===== config.mk =====
export PLATFORM = sky130hd
export DESIGN_NAME = refresh_scheduler
export DESIGN_NICKNAME = d
export VERILOG_FILES = /design/src/rtl/refsched_pkg.sv /design/src/rtl/refsched_dp.sv /design/src/rtl/refsched_ctrl.sv /design/src/rtl/refresh_scheduler.sv
export SDC_FILE = /design/constraint.sdc
export NUM_CORES = 1
export LEC_CHECK = 0
export BUFFER_PORTS_ARGS = -buffer_cell sky130_fd_sc_hd__buf_2
export CORE_UTILIZATION = 54
export DETAILED_ROUTE_END_ITERATION = 16
export GPL_TIMING_DRIVEN = 1
export HOLD_SLACK_MARGIN = 0.12
export PLACE_DENSITY = 0.81
export SKIP_CTS_REPAIR_TIMING = 1
export SYNTH_ARGS = -nofsm -noshare
export SYNTH_HDL_FRONTEND = slang
export SYNTH_SLANG_ARGS = --single-unit

===== constraint.sdc =====
create_clock -name clk -period 1.7 [get_ports clk]
set_clock_uncertainty 0.1 [all_clocks]
set_input_delay 0 -clock clk [delete_from_list [all_inputs] [get_ports clk]]
set_output_delay 0 -clock clk [all_outputs]
set_load 0.01 [all_outputs]

===== src/rtl/refsched_pkg.sv =====
package refsched_pkg;

  typedef enum logic [2:0] {
    ST_PAUSE,
    ST_IDLE,
    ST_PRE,
    ST_SETUP,
    ST_HOLD,
    ST_RASON,
    ST_DONE
  } seqState_t;

  // Strobes from control to the counter datapath
  typedef struct packed {
    seqState_t phaseSel;
    logic      pauseRun;
    logic      phaseRun;
    logic      initBump;
    logic      intervalRun;
  } ctrlStrobe_t;

  // Terminal-count flags back from the datapath
  typedef struct packed {
    logic pauseLast;
    logic phaseLast;
    logic initFinal;
    logic intervalTick;
  } dpStatus_t;

endpackage


===== src/rtl/refsched_dp.sv =====
module refsched_dp
  import refsched_pkg::*;
#(
  parameter int PAUSE_CYC    = 20000,
  parameter int INTERVAL_CYC = 1560,
  parameter int INIT_CYCLES  = 8,
  parameter int RP_CYC       = 4,
  parameter int CSR_CYC      = 1,
  parameter int CHR_CYC      = 1,
  parameter int RAS_LOW_CYC  = 6
) (
  input  logic        clk,
  input  logic        rstN,
  input  ctrlStrobe_t strobe,
  output dpStatus_t   status
);

  localparam int RASON_CYC = RAS_LOW_CYC - CHR_CYC;
  localparam int MAX_A     = (RP_CYC > CSR_CYC) ? RP_CYC : CSR_CYC;
  localparam int MAX_B     = (CHR_CYC > RASON_CYC) ? CHR_CYC : RASON_CYC;
  localparam int MAX_PH    = (MAX_A > MAX_B) ? MAX_A : MAX_B;
  localparam int PHW       = $clog2(MAX_PH + 1);
  localparam int PSW       = $clog2(PAUSE_CYC + 1);
  localparam int IVW       = $clog2(INTERVAL_CYC + 1);
  localparam int INW       = $clog2(INIT_CYCLES + 1);

  logic [PSW-1:0] pauseCnt;
  logic [PHW-1:0] phaseCnt;
  logic [PHW-1:0] phaseLen;
  logic [IVW-1:0] intervalCnt;
  logic [INW-1:0] initCnt;

  // Phase length chosen by the sequence step being timed
  always_comb begin
    unique case (strobe.phaseSel)
      ST_PRE:   phaseLen = PHW'(RP_CYC);
      ST_SETUP: phaseLen = PHW'(CSR_CYC);
      ST_HOLD:  phaseLen = PHW'(CHR_CYC);
      ST_RASON: phaseLen = PHW'(RASON_CYC);
      default:  phaseLen = PHW'(1);
    endcase
  end

  assign status.pauseLast    = strobe.pauseRun && (pauseCnt == PSW'(PAUSE_CYC - 1));
  assign status.phaseLast    = strobe.phaseRun && (phaseCnt == phaseLen - PHW'(1));
  assign status.initFinal    = (initCnt == INW'(INIT_CYCLES - 1));
  assign status.intervalTick = strobe.intervalRun && (intervalCnt == IVW'(INTERVAL_CYC - 1));

  always_ff @(posedge clk or negedge rstN) begin
    if (!rstN) begin
      pauseCnt <= '0;
    end else if (strobe.pauseRun && !status.pauseLast) begin
      pauseCnt <= pauseCnt + PSW'(1);
    end
  end

  always_ff @(posedge clk or negedge rstN) begin
    if (!rstN) begin
      phaseCnt <= '0;
    end else if (!strobe.phaseRun || status.phaseLast) begin
      phaseCnt <= '0;
    end else begin
      phaseCnt <= phaseCnt + PHW'(1);
    end
  end

  always_ff @(posedge clk or negedge rstN) begin
    if (!rstN) begin
      intervalCnt <= '0;
    end else if (strobe.intervalRun) begin
      intervalCnt <= status.intervalTick ? '0 : intervalCnt + IVW'(1);
    end
  end

  always_ff @(posedge clk or negedge rstN) begin
    if (!rstN) begin
      initCnt <= '0;
    end else if (strobe.initBump) begin
      initCnt <= initCnt + INW'(1);
    end
  end

  // the phase counter never passes the length of the step it times
  phase_bound_chk: assert property (@(posedge clk) disable iff (!rstN)
    strobe.phaseRun |-> (phaseCnt < phaseLen));

  // the burst counter never bumps past the configured burst length
  init_bound_chk: assert property (@(posedge clk) disable iff (!rstN)
    strobe.initBump |-> (initCnt < INW'(INIT_CYCLES)));

endmodule


===== src/rtl/refsched_ctrl.sv =====
module refsched_ctrl
  import refsched_pkg::*;
(
  input  logic        clk,
  input  logic        rstN,
  input  logic        refGrant,
  input  dpStatus_t   status,
  output ctrlStrobe_t strobe,
  output logic        refReq,
  output logic        refDone,
  output logic        busOwn,
  output logic        rasN,
  output logic        casN,
  output logic        initDone,
  output logic        overflow
);

  seqState_t state, stateNext;
  logic pending, pendingNext;
  logic overflowNext, initDoneNext;
  logic take, enterDone, seqActive;

  assign take      = (state == ST_IDLE) && pending && refGrant;
  assign enterDone = (state == ST_RASON) && status.phaseLast;
  assign seqActive = (state == ST_PRE) || (state == ST_SETUP) ||
                     (state == ST_HOLD) || (state == ST_RASON);

  always_comb begin
    stateNext = state;
    unique case (state)
      ST_PAUSE: if (status.pauseLast) stateNext = ST_IDLE;
      ST_IDLE:  if (take)             stateNext = ST_PRE;
      ST_PRE:   if (status.phaseLast) stateNext = ST_SETUP;
      ST_SETUP: if (status.phaseLast) stateNext = ST_HOLD;
      ST_HOLD:  if (status.phaseLast) stateNext = ST_RASON;
      ST_RASON: if (status.phaseLast) stateNext = ST_DONE;
      ST_DONE:                        stateNext = ST_IDLE;
      default:                        stateNext = ST_PAUSE;
    endcase
  end

  always_comb begin
    pendingNext = (pending && !take) ||
                  ((state == ST_PAUSE) && status.pauseLast) ||
                  (enterDone && !initDone && !status.initFinal) ||
                  status.intervalTick;
    overflowNext = overflow || (status.intervalTick && pending && !take);
    initDoneNext = initDone || (enterDone && status.initFinal);
  end

  always_comb begin
    strobe.phaseSel    = state;
    strobe.pauseRun    = (state == ST_PAUSE);
    strobe.phaseRun    = seqActive;
    strobe.initBump    = enterDone && !initDone;
    strobe.intervalRun = initDone;
  end

  always_ff @(posedge clk or negedge rstN) begin
    if (!rstN) begin
      state    <= ST_PAUSE;
      pending  <= 1'b0;
      overflow <= 1'b0;
      initDone <= 1'b0;
      refReq   <= 1'b0;
      refDone  <= 1'b0;
      busOwn   <= 1'b0;
      rasN     <= 1'b1;
      casN     <= 1'b1;
    end else begin
      state    <= stateNext;
      pending  <= pendingNext;
      overflow <= overflowNext;
      initDone <= initDoneNext;
      refReq   <= pendingNext && (stateNext == ST_IDLE);
      refDone  <= (stateNext == ST_DONE);
      busOwn   <= (stateNext == ST_PRE) || (stateNext == ST_SETUP) ||
                  (stateNext == ST_HOLD) || (stateNext == ST_RASON);
      rasN     <= !((stateNext == ST_HOLD) || (stateNext == ST_RASON));
      casN     <= !((stateNext == ST_SETUP) || (stateNext == ST_HOLD));
    end
  end


  cas_setup_chk: assert property (@(posedge clk) disable iff (!rstN)
    $fell(rasN) |-> ($past(casN) == 1'b0));


  cas_hold_chk: assert property (@(posedge clk) disable iff (!rstN)
    $fell(rasN) |-> !casN);


  req_idle_chk: assert property (@(posedge clk) disable iff (!rstN)
    refReq |-> (!busOwn && !refDone));


  ras_owned_chk: assert property (@(posedge clk) disable iff (!rstN)
    (!rasN || !casN) |-> busOwn);


  init_sticky_chk: assert property (@(posedge clk) disable iff (!rstN)
    $past(initDone) |-> initDone);


  no_overflow_early_chk: assert property (@(posedge clk) disable iff (!rstN)
    !initDone |-> !overflow);


  overflow_sticky_chk: assert property (@(posedge clk) disable iff (!rstN)
    $past(overflow) |-> overflow);

endmodule


===== src/rtl/refresh_scheduler.sv =====
module refresh_scheduler
  import refsched_pkg::*;
#(
  parameter int PAUSE_CYC    = 20000,
  parameter int INTERVAL_CYC = 1560,
  parameter int INIT_CYCLES  = 8,
  parameter int RP_CYC       = 4,
  parameter int CSR_CYC      = 1,
  parameter int CHR_CYC      = 1,
  parameter int RAS_LOW_CYC  = 6
) (
  input  logic clk,
  input  logic rstN,
  input  logic refGrant,
  output logic refReq,
  output logic refDone,
  output logic busOwn,
  output logic rasN,
  output logic ucasN,
  output logic lcasN,
  output logic initDone,
  output logic overflow
);

  ctrlStrobe_t strobe;
  dpStatus_t   status;
  logic        casN;

  refsched_dp #(
    .PAUSE_CYC   (PAUSE_CYC),
    .INTERVAL_CYC(INTERVAL_CYC),
    .INIT_CYCLES (INIT_CYCLES),
    .RP_CYC      (RP_CYC),
    .CSR_CYC     (CSR_CYC),
    .CHR_CYC     (CHR_CYC),
    .RAS_LOW_CYC (RAS_LOW_CYC)
  ) i_dp (
    .clk   (clk),
    .rstN  (rstN),
    .strobe(strobe),
    .status(status)
  );

  refsched_ctrl i_ctrl (
    .clk     (clk),
    .rstN    (rstN),
    .refGrant(refGrant),
    .status  (status),
    .strobe  (strobe),
    .refReq  (refReq),
    .refDone (refDone),
    .busOwn  (busOwn),
    .rasN    (rasN),
    .casN    (casN),
    .initDone(initDone),
    .overflow(overflow)
  );

  // Both byte strobes fall together so the refresh is selected whatever the OR of them
  assign ucasN = casN;
  assign lcasN = casN;

endmodule


After elaboration in Yosys (flattened, before gate mapping)
Index checks and enable logic that the tools add are counted.

Flip-flop bits (word level): 44. Bits in latches: 0. Memory bits (writable): 0. Memory bits (read-only): 0. Input port bits: 3. Output and inout bits: 8. Logic and storage cells: 81. Memories: 0.

$add $sub $neg: 5. Multiply operators: 0. Div/mod/pow operators: 0. Order comparisons: 0. Equality and inequality tests: 16. Shift-type cells: 0. Muxes and demuxes: 10. Bitwise gates (word level): 0. Reductions and logical operators: 37.

Operator list (count): $mux W3 (7); $pmux W3 S7 (1); $eq A3 B3 Y1 const B (6); $add A15 B1 Y15 const B (1); $eq A15 B15 Y1 const B (1); $logic_and A1 B1 Y1 (15); $logic_or A1 B1 Y1 (14); $eq A3 B2 Y1 const B (4); $add A11 B1 Y11 const B (1); $eq A11 B11 Y1 const B (1); $mux W11 (1); $logic_not A1 Y1 (7); $eq A3 B1 Y1 const B (2); $pmux W3 S2 (1); $add A4 B1 Y4 const B (1); $eq A4 B3 Y1 const B (1); $add A3 B1 Y3 const B (1); $eq A3 B3 Y1 (1); $logic_not A3 Y1 (1); $sub A3 B1 Y3 const B (1).

Longest topological paths before layout
Gate-level depths: netlist of run 1.

Depth in word-level cells: 11. Gate-level depth with buffers: 7.

Hierarchy
Synthesis of run 1 repeated with hierarchy kept, for this count alone.

Cell total of the unflattened synthesis: 192. Area, all modules: 2134.5 sq um.

Modules (own cells, without submodules): refsched_dp (instances 1, cells an instance 140, area each 1575.3 sq um); refsched_ctrl (instances 1, cells an instance 51, area each 551.8 sq um); refresh_scheduler (instances 1, cells an instance 1, area each 7.5 sq um).

Least setup slack after synthesis of run 1
OpenSTA, ideal clock, no wires.

Path kind: register -> register. Start point: register i_ctrl.state[1]. End point: register i_dp.pauseCnt[5]. Setup time: 124 ps. Data arrival time: 1664 ps. Data required time: 1476 ps. Path slack: -188 ps. Cell stages (with the launch flop): 6. Period minus slack after synthesis: 1888 ps. Path through: dfrtp_1 buf_6 or3_4 a41oi_2 or3b_1 xnor2_1.

Word-level cells in the longest chain between the ends: 4.

Ends and longest elaborated chain: from (decl) (line refsched_ctrl.sv:18) `seqState_t state, stateNext;`; from (signal assigned) (line refsched_ctrl.sv:71) `state <= stateNext;`; $logic_not A3 Y1 (*) (line refsched_ctrl.sv:53) `strobe.pauseRun = (state == ST_PAUSE);`; $logic_and A1 B1 Y1 (line refsched_dp.sv:44) `assign status.pauseLast = strobe.pauseRun && (pauseCnt == PSW'(PAUSE_CYC - 1));`; $logic_not A1 Y1 (line refsched_dp.sv:52) `end else if (strobe.pauseRun && !status.pauseLast) begin`; $logic_and A1 B1 Y1 (*) (line refsched_dp.sv:52); to (signal assigned) (line refsched_dp.sv:53) `pauseCnt <= pauseCnt + PSW'(1);`; to (decl) (line refsched_dp.sv:27) `logic [PSW-1:0] pauseCnt;`.

Mark *: on every way between the ends. The rest lies on a longest branch, timed or not. A chain may end at the register's enable or synchronous reset.

Worst setup path after layout of run 1
Start point: register i_ctrl.state[0]. End point: register i_dp.pauseCnt[5].

Same word-level chain as after synthesis.

==> results.cfg, run 1 <==
[run_status]
outcome = finished, violations left
violations = setup timing

[yosys]
synth_edf_count = 0
synth_flop_cell = dfrtp_1
synth_seq_cells = 44
netlist_area_sq_um = 2140
postSynth.asyncResetShare_pct = 100
synth.avg_cell_area_sq_um = 11.0
ys_seq_area_share_pct = 51.6
syn-num-nets = 203
synthCells = 195
synth_cell_types = 45
synth_warnings = 0

[final_layout]
drive_above_1_share_pct = 28.3
final_cells = 288
num-nets-final = 247
layout_common_cells = dfrtp_1 (42), buf_4 (31), xnor2_1 (18)
area_delta_synth_final_pct = 25.6
final_core_util_pct = 72.2
final_common_cell = dfrtp_1
antenna_cells = 0
design_area_sq_um = 2680

[detailed_routing]
dr_total_vias = 1571
drc_errors = 0
ant_nets = 0
wire_per_inst_um = 14.1
wl_mm = 4.07
avgViaCountPerCell = 5.45
drt_iter0_markers = 83
dr.pass1.iters = 4

[timing]
timing.final.ws_setup_ns = -0.0165
max_freq_ghz = 0.583
hold_viol = 0
finalHoldWorstSlack_ns = 0.106
finalCriticalPeriod_ns = 1.72
drv_slew = 0
rsz0062_at_grt = true
setup_violations = 3
slew_headroom_pct = 74.8
fin_crit_sh_pct = 101
worst_pin_slew_ns = 0.377
tns_ns = -0.0277

[critical_path]
crit_path_top_delay_cell = or3_4
crit_buf_inv = 0
cp.arrival_ns = 1.80
worstPathRequired_ns = 1.78
crit_path_max_incr_delay_ns = 0.44
crit_family = simple AND/OR/NAND/NOR gates
crit_path_cell_trace = or3_4 -> a41oi_4 -> or3b_1 -> xnor2_1
worstSetupPathType = reg -> reg
critPathLaunchType = flip-flop
startpoint = i_ctrl.state[0]$_DFF_PN0_
crit_path_end_kind = flip-flop
worstPathMaxFanout = 4
reg2reg_from = i_ctrl.state[0]$_DFF_PN0_

[clock_tree]
clk_latency_ns = 0.29
clock_path_buffers = 2
cts_buffers = 5
cts_root_buf = clkbuf_8
tritoncts = built
htree_num_levels = 2
clock_sinks = 44
clk_pin_slew_ns = 0.08

[placed_design]
numPortBuffers = 10
dp_hpwl_mm = 2.72
globalplace.congestion = 0.814
pre_cts_slack_ns = -0.0463
dp_cells = 276
dpl_cell_area_sq_um = 2470

[die]
dieArea_sq_um = 4210
die-width_um = 64.9
start_util_pct = 57.5
pin_count = 11
fp-row-count = 22
core_area_sq_um = 3720
die_y_um = 64.9

[power_and_ir_drop]
p_leak_nw = 1.24
peakVddDrop_mv = 0.586
power_density_nw_per_um2 = 1020
power_mw = 2.74

[global_routing]
grt_pass1_wl_mm = 6.78
grtUsageTotal_pct = 21.2
grt_pass1_vias = 1536
antenna_found_initial = 0
overflow = 0
grt_max_degree = 45

[run]
max_cap_viol_count = 0

[min_path]
hold_class = in -> async
-- worst register-to-register path, stage by stage (launching register included) --
cell and delay, ns:
dfrtp_1 0.38, or3_4 0.44, a41oi_4 0.19, or3b_1 0.38
xnor2_1 0.13
-- kinds of logic after synthesis --
| family | after synthesis | share of synthesized area, % |
|---|---|---|
| buf+inv | 16 | 3.40 |
| mux | 3 | 1.58 |
| fa+ha+maj | 5 | 2.93 |
| compound gates | 25 | 8.67 |
| flops | 44 | 51.6 |
| simple gates | 75 | 20.7 |
| xor+xnor | 27 | 11.1 |
-- state kept, by name, indices dropped and copies added, names as in the netlist, 3 cells and up --
signal and cells:
i_dp.intervalCnt 11, i_dp.phaseCnt 3, i_ctrl.state 3, i_dp.initCnt 4, i_dp.pauseCnt 15
-- metal layers --
| metal | part of all wire (%) | wire (um) | GRT usage, % |
|---|---|---|---|
| met1 | 43 | 1760 | 26.7 |
| met4 | 1.1 | 45 | 5.83 |
| met3 | 3.0 | 121 | 5.46 |
| met2 | 53 | 2140 | 35.9 |
| met5 | 0 | 0 | 0 |
-- path summary, 6_finish.rpt --
path	endpoint	slack, ns	cells after the start
hold reg to reg	i_ctrl.overflow$_DFF_PN0_	0.36	1
max in group asynchronous	i_ctrl.rasN$_DFF_PN1_	1.12	3
min in group clk	i_ctrl.overflow$_DFF_PN0_	0.36	1
hold / removal	i_dp.pauseCnt[5]$_DFFE_PN0P_	0.11	3
setup / recovery	i_dp.pauseCnt[5]$_DFFE_PN0P_	-0.02	4
setup reg to reg	i_dp.pauseCnt[5]$_DFFE_PN0P_	-0.02	4
-- power breakdown --
part | internal, mW | switching, mW | total [mW]
clock network | 0.331 | 0.321 | 0.652
registers | 1.19 | 0.104 | 1.29
logic | 0.369 | 0.428 | 0.797
total | 1.89 | 0.853 | 2.74
-- synthesized netlist by cell type, types with 2 or more instances --
| library cell | number | share of area [%] |
|---|---|---|
| xnor2_1 | 18 | 7.4 |
| nor2_1 | 14 | 2.5 |
| clkbuf_1 | 4 | 0.70 |
| dfstp_2 | 2 | 2.5 |
| nand2_1 | 14 | 2.5 |
| o211ai_1 | 2 | 0.70 |
| inv_1 | 9 | 1.6 |
| nor4_2 | 2 | 1.2 |
| nand3b_1 | 4 | 1.4 |
| nand4bb_1 | 2 | 1.1 |
| o31ai_1 | 2 | 0.70 |
| o21ai_0 | 4 | 0.94 |
| dfrtp_1 | 42 | 49 |
| nand4_1 | 11 | 3.2 |
| a21oi_1 | 3 | 0.70 |
| nor3_1 | 5 | 1.2 |
| xor2_1 | 9 | 3.7 |
| nand3_1 | 6 | 1.4 |
| a32oi_1 | 2 | 0.82 |
| o32ai_1 | 2 | 0.82 |
| and3_1 | 2 | 0.59 |
| nor4b_1 | 2 | 0.82 |
| ha_1 | 5 | 2.9 |
| nor3b_1 | 2 | 0.70 |
| o21a_1 | 3 | 1.1 |
| a21o_1 | 2 | 0.70 |
| nand2b_1 | 2 | 0.59 |
| mux2_2 | 3 | 1.6 |
-- cell type report --
type | instances | area, sq um
clock buffers | 8 | 90.1
well taps | 48 | 60.1
flip-flops and latches | 44 | 1100
multi-input cells | 135 | 1070
repair buffers | 44 | 323
fillers | 263 | 1030
inverters | 9 | 33.8
Power figures use the tool's default switching activity.
==> inputs of run 2 (changes only) <==
- clock period: 1.7 -> 1.4 ns (I/O delays scaled with it)
==> run 2 against run 1 <==
Effect of this change: critical path depth up 2; flip-flop and latch count unchanged; register-to-register slack worse by 0.33 ns; via count up 25%; hold slack worse by 0.027 ns; sequential power up 23%; combinational power up 120%; highest routed layer unchanged; clock-buffer cell count down 1; the flow still finishes with violations (setup timing).
==> results.cfg, run 2 (same netlist as run 1, synthesis figures left out) <==
[timing]
drv_slew = 0
worst_pin_slew_ns = 0.466
slew_headroom_pct = 68.9
max_freq_ghz = 0.571
fin_crit_sh_pct = 125
hold_viol = 0
tns_ns = -6.88
timing.final.ws_setup_ns = -0.351
finalCriticalPeriod_ns = 1.75
finalHoldWorstSlack_ns = 0.0792
setup_violations = 37
rsz0062_at_grt = true

[clock_tree]
tritoncts = built
clk_pin_slew_ns = 0.08
clock_sinks = 44
htree_num_levels = 2
cts_root_buf = clkbuf_8
clk_latency_ns = 0.30
clock_path_buffers = 2
cts_buffers = 5

[die]
start_util_pct = 57.5
dieArea_sq_um = 4210
fp-row-count = 22
die_y_um = 64.9
pin_count = 11
core_area_sq_um = 3720
die-width_um = 64.9

[critical_path]
cp.arrival_ns = 1.84
critPathLaunchType = flip-flop
worstSetupPathType = reg -> reg
r2r.worst_path.cells = 6
reg2reg_from = i_ctrl.state[0]$_DFF_PN0_
worstPathRequired_ns = 1.49
crit_top_cell = buf_4
worstPathMaxFanout = 4
crit_path_end = i_dp.pauseCnt[13]$_DFFE_PN0P_
crit_path_end_kind = flip-flop
startpoint = i_ctrl.state[0]$_DFF_PN0_
crit_path_max_incr_delay_ns = 0.42
crit_path_cell_trace = or3_4 -> buf_4 -> nor4_4 -> buf_4 -> nand4_1 -> xnor2_1
rrSetupSlack_ns = -0.35
crit_path_top_delay_cell = or3_4
crit-reg2reg-capture = i_dp.pauseCnt[13]$_DFFE_PN0P_

[final_layout]
seq_area_sq_um = 1110
design_area_sq_um = 3210
layout_common_cells = buf_4 (67), dfrtp_1 (40), xnor2_1 (18)
top_regs = i_dp.pauseCnt (15), i_dp.intervalCnt (11), i_dp.initCnt (4)
drive_above_1_share_pct = 49.1
largest_reg_flops = 15
fillers = 186
final_common_cell = buf_4
area_delta_synth_final_pct = 50.0
multiInputGateArea_sq_um = 1250
regMostFlops = i_dp.pauseCnt
num-nets-final = 291
final_cells = 331
antenna_cells = 0

[detailed_routing]
ant_nets = 0
drt_iter0_markers = 166
wl_mm = 6.61
dr_total_vias = 1969
avgViaCountPerCell = 5.95
dr.pass1.iters = 5
wire_per_inst_um = 20.0
drc_errors = 0

[placed_design]
numPortBuffers = 10
pre_cts_slack_ns = -0.310
dp_cells = 307
globalplace.congestion = 0.853
dp_hpwl_mm = 3.46
dpl_cell_area_sq_um = 2790

[min_path]
hold_class = in -> async

[global_routing]
antenna_found_initial = 0
grtUsageTotal_pct = 25.6
overflow = 0
grt_pass1_vias = 1829
grt_pass1_wl_mm = 8.05
grt_max_degree = 27

[run_status]
violations = setup timing
outcome = finished, violations left

[power_and_ir_drop]
peakVddDrop_mv = 1.12
p_leak_nw = 1.50
power_density_nw_per_um2 = 1270

[run]
max_cap_viol_count = 0
run 2: cell types whose count changed in the layout (fill, tap and decap cells not counted), moves of 3 or more:
cell | before | now
nor2_1 | 14 | 8
nor3_1 | 4 | 1
buf_4 | 31 | 67
ha_4 | 0 | 3
buf_6 | 0 | 8
nand3_1 | 6 | 2
nor2_2 | 0 | 6
nand3_2 | 0 | 3
run 2: worst min-delay path by stage:
| stage | start | endpoint | depth (start not counted) |
|---|---|---|---|
| 2_1_floorplan | rstN | i_ctrl.busOwn$_DFF_PN0_ | 0 |
| 3_3_place_gp | rstN | i_dp.pauseCnt[9]$_DFFE_PN0P_ | 1 |
| 3_5_place_dp | rstN | i_dp.pauseCnt[8]$_DFFE_PN0P_ | 1 |
| 4_1_cts | rstN | i_dp.pauseCnt[8]$_DFFE_PN0P_ | 1 |
| 5_1_grt | rstN | i_dp.phaseCnt[1]$_DFF_PN0_ | 2 |
| 6_report | rstN | i_dp.pauseCnt[8]$_DFFE_PN0P_ | 2 |
run 2: final cells by class:
cell class                 count  area share (%)
sequential                    44            34.5
multi-input combinational    135            39.0
inverter                       9            1.05
clock buffer                   7            2.38
tap                           48            1.87
timing repair buffer          88            21.2
run 2: worst max-delay path: cells and delay by family, from the launching register on:
family | cells | cell delay, ns
flip-flops | 1 | 0.39
AND/OR/NAND/NOR | 3 | 0.66
buffers and inverters | 2 | 0.33
XOR/XNOR | 1 | 0.15
run 2: through the flow:
step	power, mW	util (%)
floorplan	2.24	-
global placement	2.67	75.0
detailed placement	2.77	75.0
CTS	3.51	77.0
global route	4.25	86.3
finish	4.08	86.3
run 2: power breakdown:
| part | total (mW) | switching, mW | internal [mW] | leakage (nW) |
|---|---|---|---|---|
| clock network | 0.766 | 0.422 | 0.344 | 0.0383 |
| registers | 1.59 | 0.138 | 1.45 | 0.584 |
| logic | 1.73 | 0.847 | 0.881 | 0.874 |
run 2: metal layers:
metal | vias to the layer above | wire length (um) | GRT usage [%] | share of wire [%]
li1 | 872 | - | - | -
met4 | 0 | 204 | 8.89 | 3.1
met5 | - | 0 | 0 | 0
met1 | 986 | 2700 | 31.6 | 41
met2 | 86 | 3330 | 43.2 | 50
met3 | 25 | 368 | 6.34 | 5.6
